$ cat src/rtl/gen_queue_writer.sv
module gen_queue_writer #(
  parameter int ADDR_W = 32,
  parameter int MAX_SIZE_CODE = 4,
  localparam int IDX_W = MAX_SIZE_CODE + 10
) (
  input  logic              clk,
  input  logic              rst_n,
  input  logic              cfg_load,
  input  logic [ADDR_W-1:0] cfg_base,
  input  logic [3:0]        cfg_size,
  input  logic [IDX_W-1:0]  cfg_index,
  input  logic              cfg_gen,
  output logic              cfg_err,
  input  logic              push_valid,
  input  logic [31:0]       push_data,
  output logic              push_ready,
  output logic              mem_req_valid,
  input  logic              mem_req_ready,
  output logic [ADDR_W-1:0] mem_req_addr,
  output logic [31:0]       mem_req_data,
  input  logic              mem_rsp_valid,
  input  logic              mem_rsp_err,
  output logic              busy,
  output logic              wr_err,
  output logic [ADDR_W-1:0] q_base,
  output logic [3:0]        q_size,
  output logic [IDX_W-1:0]  q_index,
  output logic              q_gen,
  output logic              q_gen_flipped
);

  localparam logic [1:0] ST_IDLE = 2'd0;
  localparam logic [1:0] ST_REQ  = 2'd1;
  localparam logic [1:0] ST_RSP  = 2'd2;

  logic [1:0]       state;
  logic [IDX_W:0]   cur_span, cfg_span;
  logic [IDX_W-1:0] cur_mask, cfg_mask, idx_next;
  logic [31:0]      stored;
  logic             accept, cfg_take, cfg_bad, rsp_take;

  assign cur_span = {{IDX_W{1'b0}}, 1'b1} << ({1'b0, q_size} + 5'd10);
  assign cfg_span = {{IDX_W{1'b0}}, 1'b1} << ({1'b0, cfg_size} + 5'd10);
  assign cur_mask = IDX_W'(cur_span - 1'b1);
  assign cfg_mask = IDX_W'(cfg_span - 1'b1);
  assign idx_next = (q_index + 1'b1) & cur_mask;

  assign busy       = (state != ST_IDLE);
  assign push_ready = !busy && !cfg_load;
  assign accept     = push_valid && push_ready;
  assign cfg_take   = cfg_load && !busy;
  assign cfg_bad    = cfg_size > 4'(MAX_SIZE_CODE);
  assign rsp_take   = (state == ST_RSP) && mem_rsp_valid;
  assign mem_req_valid = (state == ST_REQ);

  assign stored = {q_gen, push_data[30:0]};

  always_ff @(posedge clk) begin
    if (!rst_n) begin
      state         <= ST_IDLE;
      mem_req_addr  <= '0;
      mem_req_data  <= '0;
      wr_err        <= 1'b0;
      cfg_err       <= 1'b0;
      q_base        <= '0;
      q_size        <= '0;
      q_index       <= '0;
      q_gen         <= 1'b0;
      q_gen_flipped <= 1'b0;
    end else begin
      wr_err  <= 1'b0;
      cfg_err <= 1'b0;
      if (cfg_take) begin
        if (cfg_bad) begin
          cfg_err <= 1'b1;
        end else begin
          q_base        <= cfg_base;
          q_size        <= cfg_size;
          q_index       <= cfg_index & cfg_mask;
          q_gen         <= cfg_gen;
          q_gen_flipped <= 1'b0;
        end
      end
      case (state)
        ST_IDLE: if (accept) begin
          state        <= ST_REQ;
          mem_req_addr <= q_base + (ADDR_W'(q_index) << 2);
          mem_req_data <= {stored[7:0], stored[15:8], stored[23:16], stored[31:24]};
        end
        ST_REQ: if (mem_req_ready) state <= ST_RSP;
        ST_RSP: if (rsp_take) begin
          state <= ST_IDLE;
          if (mem_rsp_err) begin
            wr_err <= 1'b1;
          end else begin
            q_index <= idx_next;
            if (idx_next == '0) begin
              q_gen         <= !q_gen;
              q_gen_flipped <= !q_gen;
            end
          end
        end
        default: state <= ST_IDLE;
      endcase
    end
  end

  AST_REQ_HOLD: assert property (@(posedge clk) disable iff (!rst_n)
    mem_req_valid && !mem_req_ready |=> mem_req_valid && $stable(mem_req_addr) && $stable(mem_req_data));
  AST_ONE_OUTSTANDING: assert property (@(posedge clk) disable iff (!rst_n)
    push_valid && push_ready |=> busy && mem_req_valid && !push_ready);
  AST_IDX_IN_RANGE: assert property (@(posedge clk) disable iff (!rst_n)
    (({1'b0, q_index}) >> ({1'b0, q_size} + 5'd10)) == '0);
  AST_ERR_FREEZE: assert property (@(posedge clk) disable iff (!rst_n)
    rsp_take && mem_rsp_err |=> wr_err && $stable(q_index) && $stable(q_gen) && $stable(q_gen_flipped));
  AST_WRAP_FLIP: assert property (@(posedge clk) disable iff (!rst_n)
    rsp_take && !mem_rsp_err |=> ((q_index == '0) == (q_gen != $past(q_gen))) && (q_index != '0 || q_gen_flipped == q_gen));
  AST_CFG_REJECT: assert property (@(posedge clk) disable iff (!rst_n)
    cfg_load && !busy && cfg_size > 4'(MAX_SIZE_CODE) |=> cfg_err && $stable(q_size) && $stable(q_base));

endmodule

$ cat config.mk
export PLATFORM = sky130hd
export DESIGN_NAME = gen_queue_writer
export DESIGN_NICKNAME = d
export VERILOG_FILES = /design/src/rtl/gen_queue_writer.sv
export SDC_FILE = /design/constraint.sdc
export NUM_CORES = 1
export LEC_CHECK = 0
export ABC_AREA = 1
export BUFFER_PORTS_ARGS = -buffer_cell sky130_fd_sc_hd__buf_2
export CORE_ASPECT_RATIO = 1.75
export CORE_UTILIZATION = 51
export DETAILED_ROUTE_END_ITERATION = 8
export PLACE_DENSITY = 0.83
export SYNTH_ARGS = -nofsm -noshare
export SYNTH_HDL_FRONTEND = slang
export SYNTH_SLANG_ARGS = --single-unit
$ cat constraint.sdc
create_clock -name clk -period 3.2 [get_ports clk]
set_clock_uncertainty 0.1 [all_clocks]
set_input_delay 0.64 -clock clk [delete_from_list [all_inputs] [get_ports clk]]
set_output_delay 0.64 -clock clk [all_outputs]
set_load 0.02 [all_outputs]
==> out/summary.txt, run 1 <==
Ys Warns - 0
Arrival time worst endpoint - 3.02 ns
Worst path required time - 3.42 ns
EDFF count, synth - 0
Max-slew headroom - 61.0%
Flops & latches, synth - 120
Full die area - 13100 um2
Unrepaired setup endpoints after global routing - no
Final setup violation count - 0
Async set-reset flop share out of synthesis - 0%
H-tree depth - 4
Num CTS Buffers - 17
Int Power - 3070 uW
Ports - 211
Die height - 151 um
Worst Tran Pin Value - 0.579 ns
# DRC - 0
Reg power frac - 38.2%
Final Cycle Share - 87.3%
Vias in the first global route - 6466
DRT iter0 DRCs - 336
Sw Pwr - 1250 uW
Peak supply drop - 0.000390 V
TritonRoute pass-1 iters - 6
Site Rows - 54
CP Class - reg -> reg
Gate count of the mapped netlist - 948
Place WS - 0.450 ns
Comb pwr share - 15.0%
Post-synthesis sequential area ratio - 37.2%
Via count - 7096
Sw frac - 28.9%
Post-synth cell types - 41
Crit path launch type - register
Largest net degree at the start of global routing - 51
Status - finished, final reports clean
Synth Cell Area - 6460 um2
Area of the multi-input gates - 3500 um2
First-pass GRT wire length - 30700 um
Syn avg cell area - 6.82 um2
Register area - 2400 um2
Cts hold-fix bufs - 0
Layout Nets - 1255
CTS Root Cell - clkbuf_16
GR Overflow Total - 0
Fin cells - 1327
Post-Syn Nets - 1058
Lkg Pwr - 0.00412 uW
Total negative slack - 0 ns
Core area - 12400 um2
ANT nets after route - 0
Hpwl dp - 14900 um
Placed Cells - 1294
PortBufs - 209
Final core utilization - 66.5%
Worst-path clk slew - 0.06 ns
CP max FO - 7
Share of layout cells above drive strength 1 - 24.7%
Hold WC Path Type - in -> reg
Area Growth Syn to Fin - 28.0%
Die Width - 87.1 um
Initial antenna violation count - 0
PwrDens - 522 nW/um2
Initial Util - 52.0%
DRT Wirelength - 20000 um
Ys flop type - dfxtp_1
Via density per instance - 5.35
Wire per inst - 15.0 um
Yosys top cell by area - dfxtp_1
Max-cap violations - 0
Clock Path Buffers - 2
Fin. Hold Viols - 0
Clk pwr share - 46.8%
GRT Util Overall - 30.5%
Minimum clock period - 2.79 ns
# resized after CTS - 0
Cell with the most instances after synthesis - nand2_1
CTS tree - done
Buffer count from post-CTS setup fixing - 0
Final Max Slew Viols - 0
Top cells by area in the synthesized netlist - dfxtp_1 (37%), nand2_1 (12%), a21oi_1 (7.4%), nor2_1 (6.1%), o21ai_0 (6.0%)
Skew-Pair Late Insertion Delay - 0.42 ns
Fillers - 1167
Fmax - 358 MHz
Crit end category - register
Top cell type's share of synthesized area - 37.2%
Final WS setup - 0.406 ns
Most frequent cells after synthesis - nand2_1 (200), dfxtp_1 (120), nor2_1 (105)
GP Congestion - 0.933
Sink Count - 120
flip-flops by register name (all words and copies together) (netlist names):
name and count:
mem_req_addr 32, q_size 4, q_base 32, q_gen_flipped 1, q_gen 1, cfg_err 1, wr_err 1, state 2
q_index 14, mem_req_data 32
power groups by stage:
stage / logic [uW] / clock network (uW) / registers (uW)
after floorplan: 311 / 0 / 1770
after global placement: 631 / 0 / 1680
after detailed placement: 641 / 0 / 1680
after CTS: 646 / 2040 / 1650
after global routing: 713 / 2120 / 1660
final: 648 / 2020 / 1650
cell usage in the layout, fill, tap and decap left out, types with 4 or more instances in the layout:
| master | n |
|---|---|
| clkbuf_16 | 17 |
| nor2_2 | 13 |
| a21oi_1 | 95 |
| nand3_2 | 5 |
| o21ai_0 | 77 |
| a221oi_1 | 8 |
| nor3_1 | 17 |
| o211ai_1 | 5 |
| buf_2 | 209 |
| nand4_1 | 13 |
| xor2_1 | 16 |
| nand3_1 | 49 |
| inv_6 | 5 |
| nand2_1 | 200 |
| buf_4 | 8 |
| ha_1 | 19 |
| nor2_1 | 104 |
| dfxtp_1 | 120 |
| nand2_2 | 4 |
| inv_2 | 6 |
| o21a_1 | 6 |
| o21bai_1 | 15 |
| inv_1 | 102 |
| xnor2_1 | 7 |
worst max-delay path, cell delays in order (launching register included):
cell and delay [ns]:
dfxtp_1 0.45, ha_1 0.25, inv_1 0.07, fa_1 0.42, o21ai_2 0.22, a21boi_1 0.15, inv_1 0.08, nand2_1 0.06
nand2_2 0.11, nand3_1 0.26, o21ai_0 0.27, nand3_1 0.14, nand2_1 0.08, inv_1 0.03
area by class of cell:
cell class              count  share of cell area [%]
flip-flops and latches    120                    29.0
repair buffers            218                    13.6
clock inverters            14                    2.27
well taps                 168                    2.54
inverters                 108                    4.90
clock buffers              18                    5.31
diodes                      1                  0.0303
multi-input cells         680                    42.3
worst paths after layout:
| check | slack (ns) | to | startpoint | cells past startpoint |
|---|---|---|---|---|
| min | 0.34 | q_base[22] | cfg_base[22] | 3 |
| max | 0.41 | mem_req_addr[26] | q_index[0] | 13 |
| min reg2reg | 0.36 | mem_req_data[4] | mem_req_data[4] | 2 |
| max reg2reg | 0.41 | mem_req_addr[26] | q_index[0] | 13 |
cell families after synthesis:
kind of cell / Yosys count / synth area share, %
AND/OR/NAND/NOR: 414 / 27.4
flip-flops: 120 / 37.2
adder cells (fa/ha/maj): 20 / 3.99
XOR/XNOR: 23 / 3.12
AO/OA/AOI/OAI: 223 / 19.5
buffers and inverters: 148 / 8.77
per-layer routing:
layer	GRT usage, %	up-vias	wire [um]
met2	54.4	293	10500
li1	-	3506	-
met4	19.8	0	1140
met3	7.74	80	1180
met5	0	-	0
met1	31.0	3217	7170
metrics by stage:
| stage | instance area (um2) | hold WS [ns] | total power (uW) |
|---|---|---|---|
| floorplan | 6460 | 0.387 | 2080 |
| global placement | 7640 | 0.349 | 2310 |
| detailed placement | 7640 | 0.352 | 2320 |
| CTS | 8270 | 0.334 | 4330 |
| global route | 8270 | 0.339 | 4490 |
| finish | 8270 | 0.343 | 4320 |
Note: power is estimated with default switching activity, not from simulation.
==> inputs of run 2 (changes only) <==
--- a/config.mk
+++ b/config.mk
@@ -5,12 +5,11 @@
 export SDC_FILE = /design/constraint.sdc
 export NUM_CORES = 1
 export LEC_CHECK = 0
-export ABC_AREA = 1
 export BUFFER_PORTS_ARGS = -buffer_cell sky130_fd_sc_hd__buf_2
 export CORE_ASPECT_RATIO = 1.75
 export CORE_UTILIZATION = 51
 export DETAILED_ROUTE_END_ITERATION = 8
-export PLACE_DENSITY = 0.83
+export PLACE_DENSITY = 0.84
 export SYNTH_ARGS = -nofsm -noshare
 export SYNTH_HDL_FRONTEND = slang
 export SYNTH_SLANG_ARGS = --single-unit
==> out/summary.txt, run 2 <==
Status - finished, final reports clean
Wire per inst - 16.3 um (+8.2%)
Hold WC Path Type - reg -> reg
Fin area - 8060 um2 (-2.6%)
PortBufs - 209 (unchanged)
Post-Syn Nets - 921 (-13%)
Cell area after placement - 7450 um2 (-2.4%)
Via count - 6656 (-6.2%)
Lkg Pwr - 0.00366 uW (-11%)
Die Width - 85.5 um (-1.8%)
Initial Util - 52.2% (+0.20 points)
# DRC - 0 (unchanged)
Hpwl dp - 13900 um (-6.5%)
Final core utilization - 67.5% (+0.97 points)
Unrepaired setup endpoints after global routing - no
Clock Path Buffers - 2 (unchanged)
Fillers - 1021 (-13%)
Via density per instance - 5.73 (+7.1%)
Yosys top cell by area - dfxtp_1
Most frequent cells in the layout - buf_2 (209), nand2_1 (181), dfxtp_1 (120)
GRT met1 Usage - 31.0% (-0.095 points)
Final Cycle Share - 93.4% (+6.1 points)
Most frequent cells after synthesis - nand2_1 (182), dfxtp_1 (120), a21oi_1 (118)
CP max FO - 4 (-3)
Final Max Slew Viols - 0 (unchanged)
Sink Count - 120 (unchanged)
Worst Tran Pin Value - 0.697 ns (+0.119 ns)
Post-synthesis sequential area ratio - 38.6% (+1.4 points)
Core area - 11900 um2 (-4.0%)
Area of the multi-input gates - 3570 um2 (+2.1%)
Share of layout cells above drive strength 1 - 27.3% (+2.6 points)
Initial antenna violation count - 0 (unchanged)
Gate count of the mapped netlist - 811 (-14%)
Ys flop type - dfxtp_1
Max-slew headroom - 53.5% (-7.5 points)
GR Overflow Total - 0 (unchanged)
GRT Util Overall - 29.3% (-1.2 points)
Final setup violation count - 0 (unchanged)
Total negative slack - 0 ns (unchanged)
Synth Cell Area - 6230 um2 (-3.6%)
Cell with the most instances after synthesis - nand2_1
Arrival time worst endpoint - 3.21 ns (+0.19 ns)
CTS tree - done
Layout Nets - 1123 (-11%)
Top Usage Layer GRT - met2
Top cell type's share of synthesized area - 38.6% (+1.4 points)
EDFF count, synth - 0 (unchanged)
Buffer count from post-CTS setup fixing - 0 (unchanged)
Fmax - 335 MHz (-6.5%)
Area Growth Syn to Fin - 29.3%
Critical Path Start - q_size[1]
Worst-path clk slew - 0.06 ns (about the same)
Ys Warns - 0 (unchanged)
Fin. Hold Viols - 0 (unchanged)
Skew-Pair Late Insertion Delay - 0.41 ns (about the same)
GP Congestion - 0.954 (+2.2%)
Worst reg2reg startpoint - q_size[1]
CTS Root Cell - clkbuf_16
First-pass GRT wire length - 29100 um (-5.3%)
Biggest regs - mem_req_addr x32, mem_req_data x32, q_base x32
Worst hold margin - 0.348 ns (+0.00511 ns)
Crit end category - register
Full die area - 12700 um2 (-3.6%)
Routing usage on met3 - 5.11% (-2.6 points)
PwrDens - 507 nW/um2 (-2.9%)
Register area - 2400 um2 (unchanged)
Top cells by area in the synthesized netlist - dfxtp_1 (39%), nand2_1 (11%), a21oi_1 (9.5%), ha_1 (3.8%), a211oi_1 (3.0%)
Crit path launch type - register
Met2 Track Usage GR - 54.1% (-0.29 points)
Largest net degree at the start of global routing - 83 (+63%)
Post-synth cell types - 68 (+66%)
DRT iter0 DRCs - 415 (+24%)
Site Rows - 53 (-1.9%)
Ports - 211 (unchanged)
ANT cells - 0 (-1)
Worst hold start - mem_req_addr[13]
ANT nets after route - 0 (unchanged)
Flops & latches, synth - 120 (unchanged)
Minimum clock period - 2.99 ns (+0.196 ns)
DRT Wirelength - 18900 um (-5.3%)
Vias in the first global route - 6022 (-6.9%)
H-tree depth - 4 (unchanged)
Worst path required time - 3.42 ns (about the same)
Cts hold-fix bufs - 0 (unchanged)
Async set-reset flop share out of synthesis - 0% (unchanged)
Peak supply drop - 0.000380 V (-2.6%)
Max-cap violations - 0 (unchanged)
Num CTS Buffers - 17 (unchanged)
Syn avg cell area - 7.68 um2 (+13%)
CP Class - reg -> reg
Most common cell after layout, fill and taps aside - buf_2
TritonRoute pass-1 iters - 5 (-1)
# resized after CTS - 0 (unchanged)
Die height - 148 um (-1.8%)
## run 2: logic make-up after synthesis
logic type                 synth area share, %
muxes                                    0.161
AOI/OAI and AO/OA                         23.1
and+or+nand+nor                           25.8
buffers and inverters                     4.24
xor gates and xnor gates                  4.08
adders and majority gates                 4.14
DFF                                       38.6
## run 2: worst paths after layout
path                                    endpoint  slack, ns  cells past startpoint
worst min-delay path            mem_req_addr[13]       0.35                      2
worst max-delay path                       q_gen       0.21                     10
worst max register to register             q_gen       0.21                     10
worst min register to register  mem_req_addr[13]       0.35                      2
## run 2: layer usage
metal	vias up	share of wire [%]	wire length, um
li1	3263	-	-
met3	64	6.0	1130
met1	3052	37	6970
met4	0	4.6	879
met2	277	53	9930
met5	-	0	0
## run 2: through the flow
step | setup slack (ns) | power [uW] | instances
finish | 0.211 | 4090 | 1162
global route | 0.0129 | 4230 | 1162
CTS | 0.207 | 4110 | 1162
detailed placement | 0.198 | 2180 | 1131
global placement | 0.189 | 2170 | 1131
floorplan | 0.0266 | 1970 | 811
## run 2: layout make-up
| cell class | count | area share, % |
|---|---|---|
| multi-input cells | 627 | 44.3 |
| clock buffers | 17 | 5.28 |
| flip-flops and latches | 120 | 29.8 |
| clock inverters | 14 | 2.19 |
| repair buffers | 231 | 15.5 |
| inverters | 16 | 0.745 |
| well taps | 137 | 2.13 |
## run 2: critical path: stages, from the launching register on
cell,delay [ns]
dfxtp_1,0.31
ha_1,0.32
nor3_2,0.31
nand3_1,0.12
ha_1,0.26
or4_1,0.52
a32oi_1,0.28
nor4_2,0.09
nand3_1,0.18
o21ai_0,0.15
a221oi_2,0.27
## run 2: where the power goes
| part | internal, uW | switching, uW |
|---|---|---|
| combinational | 199 | 338 |
| sequential | 1560 | 54.8 |
| clock | 1230 | 708 |
| total | 2990 | 1100 |
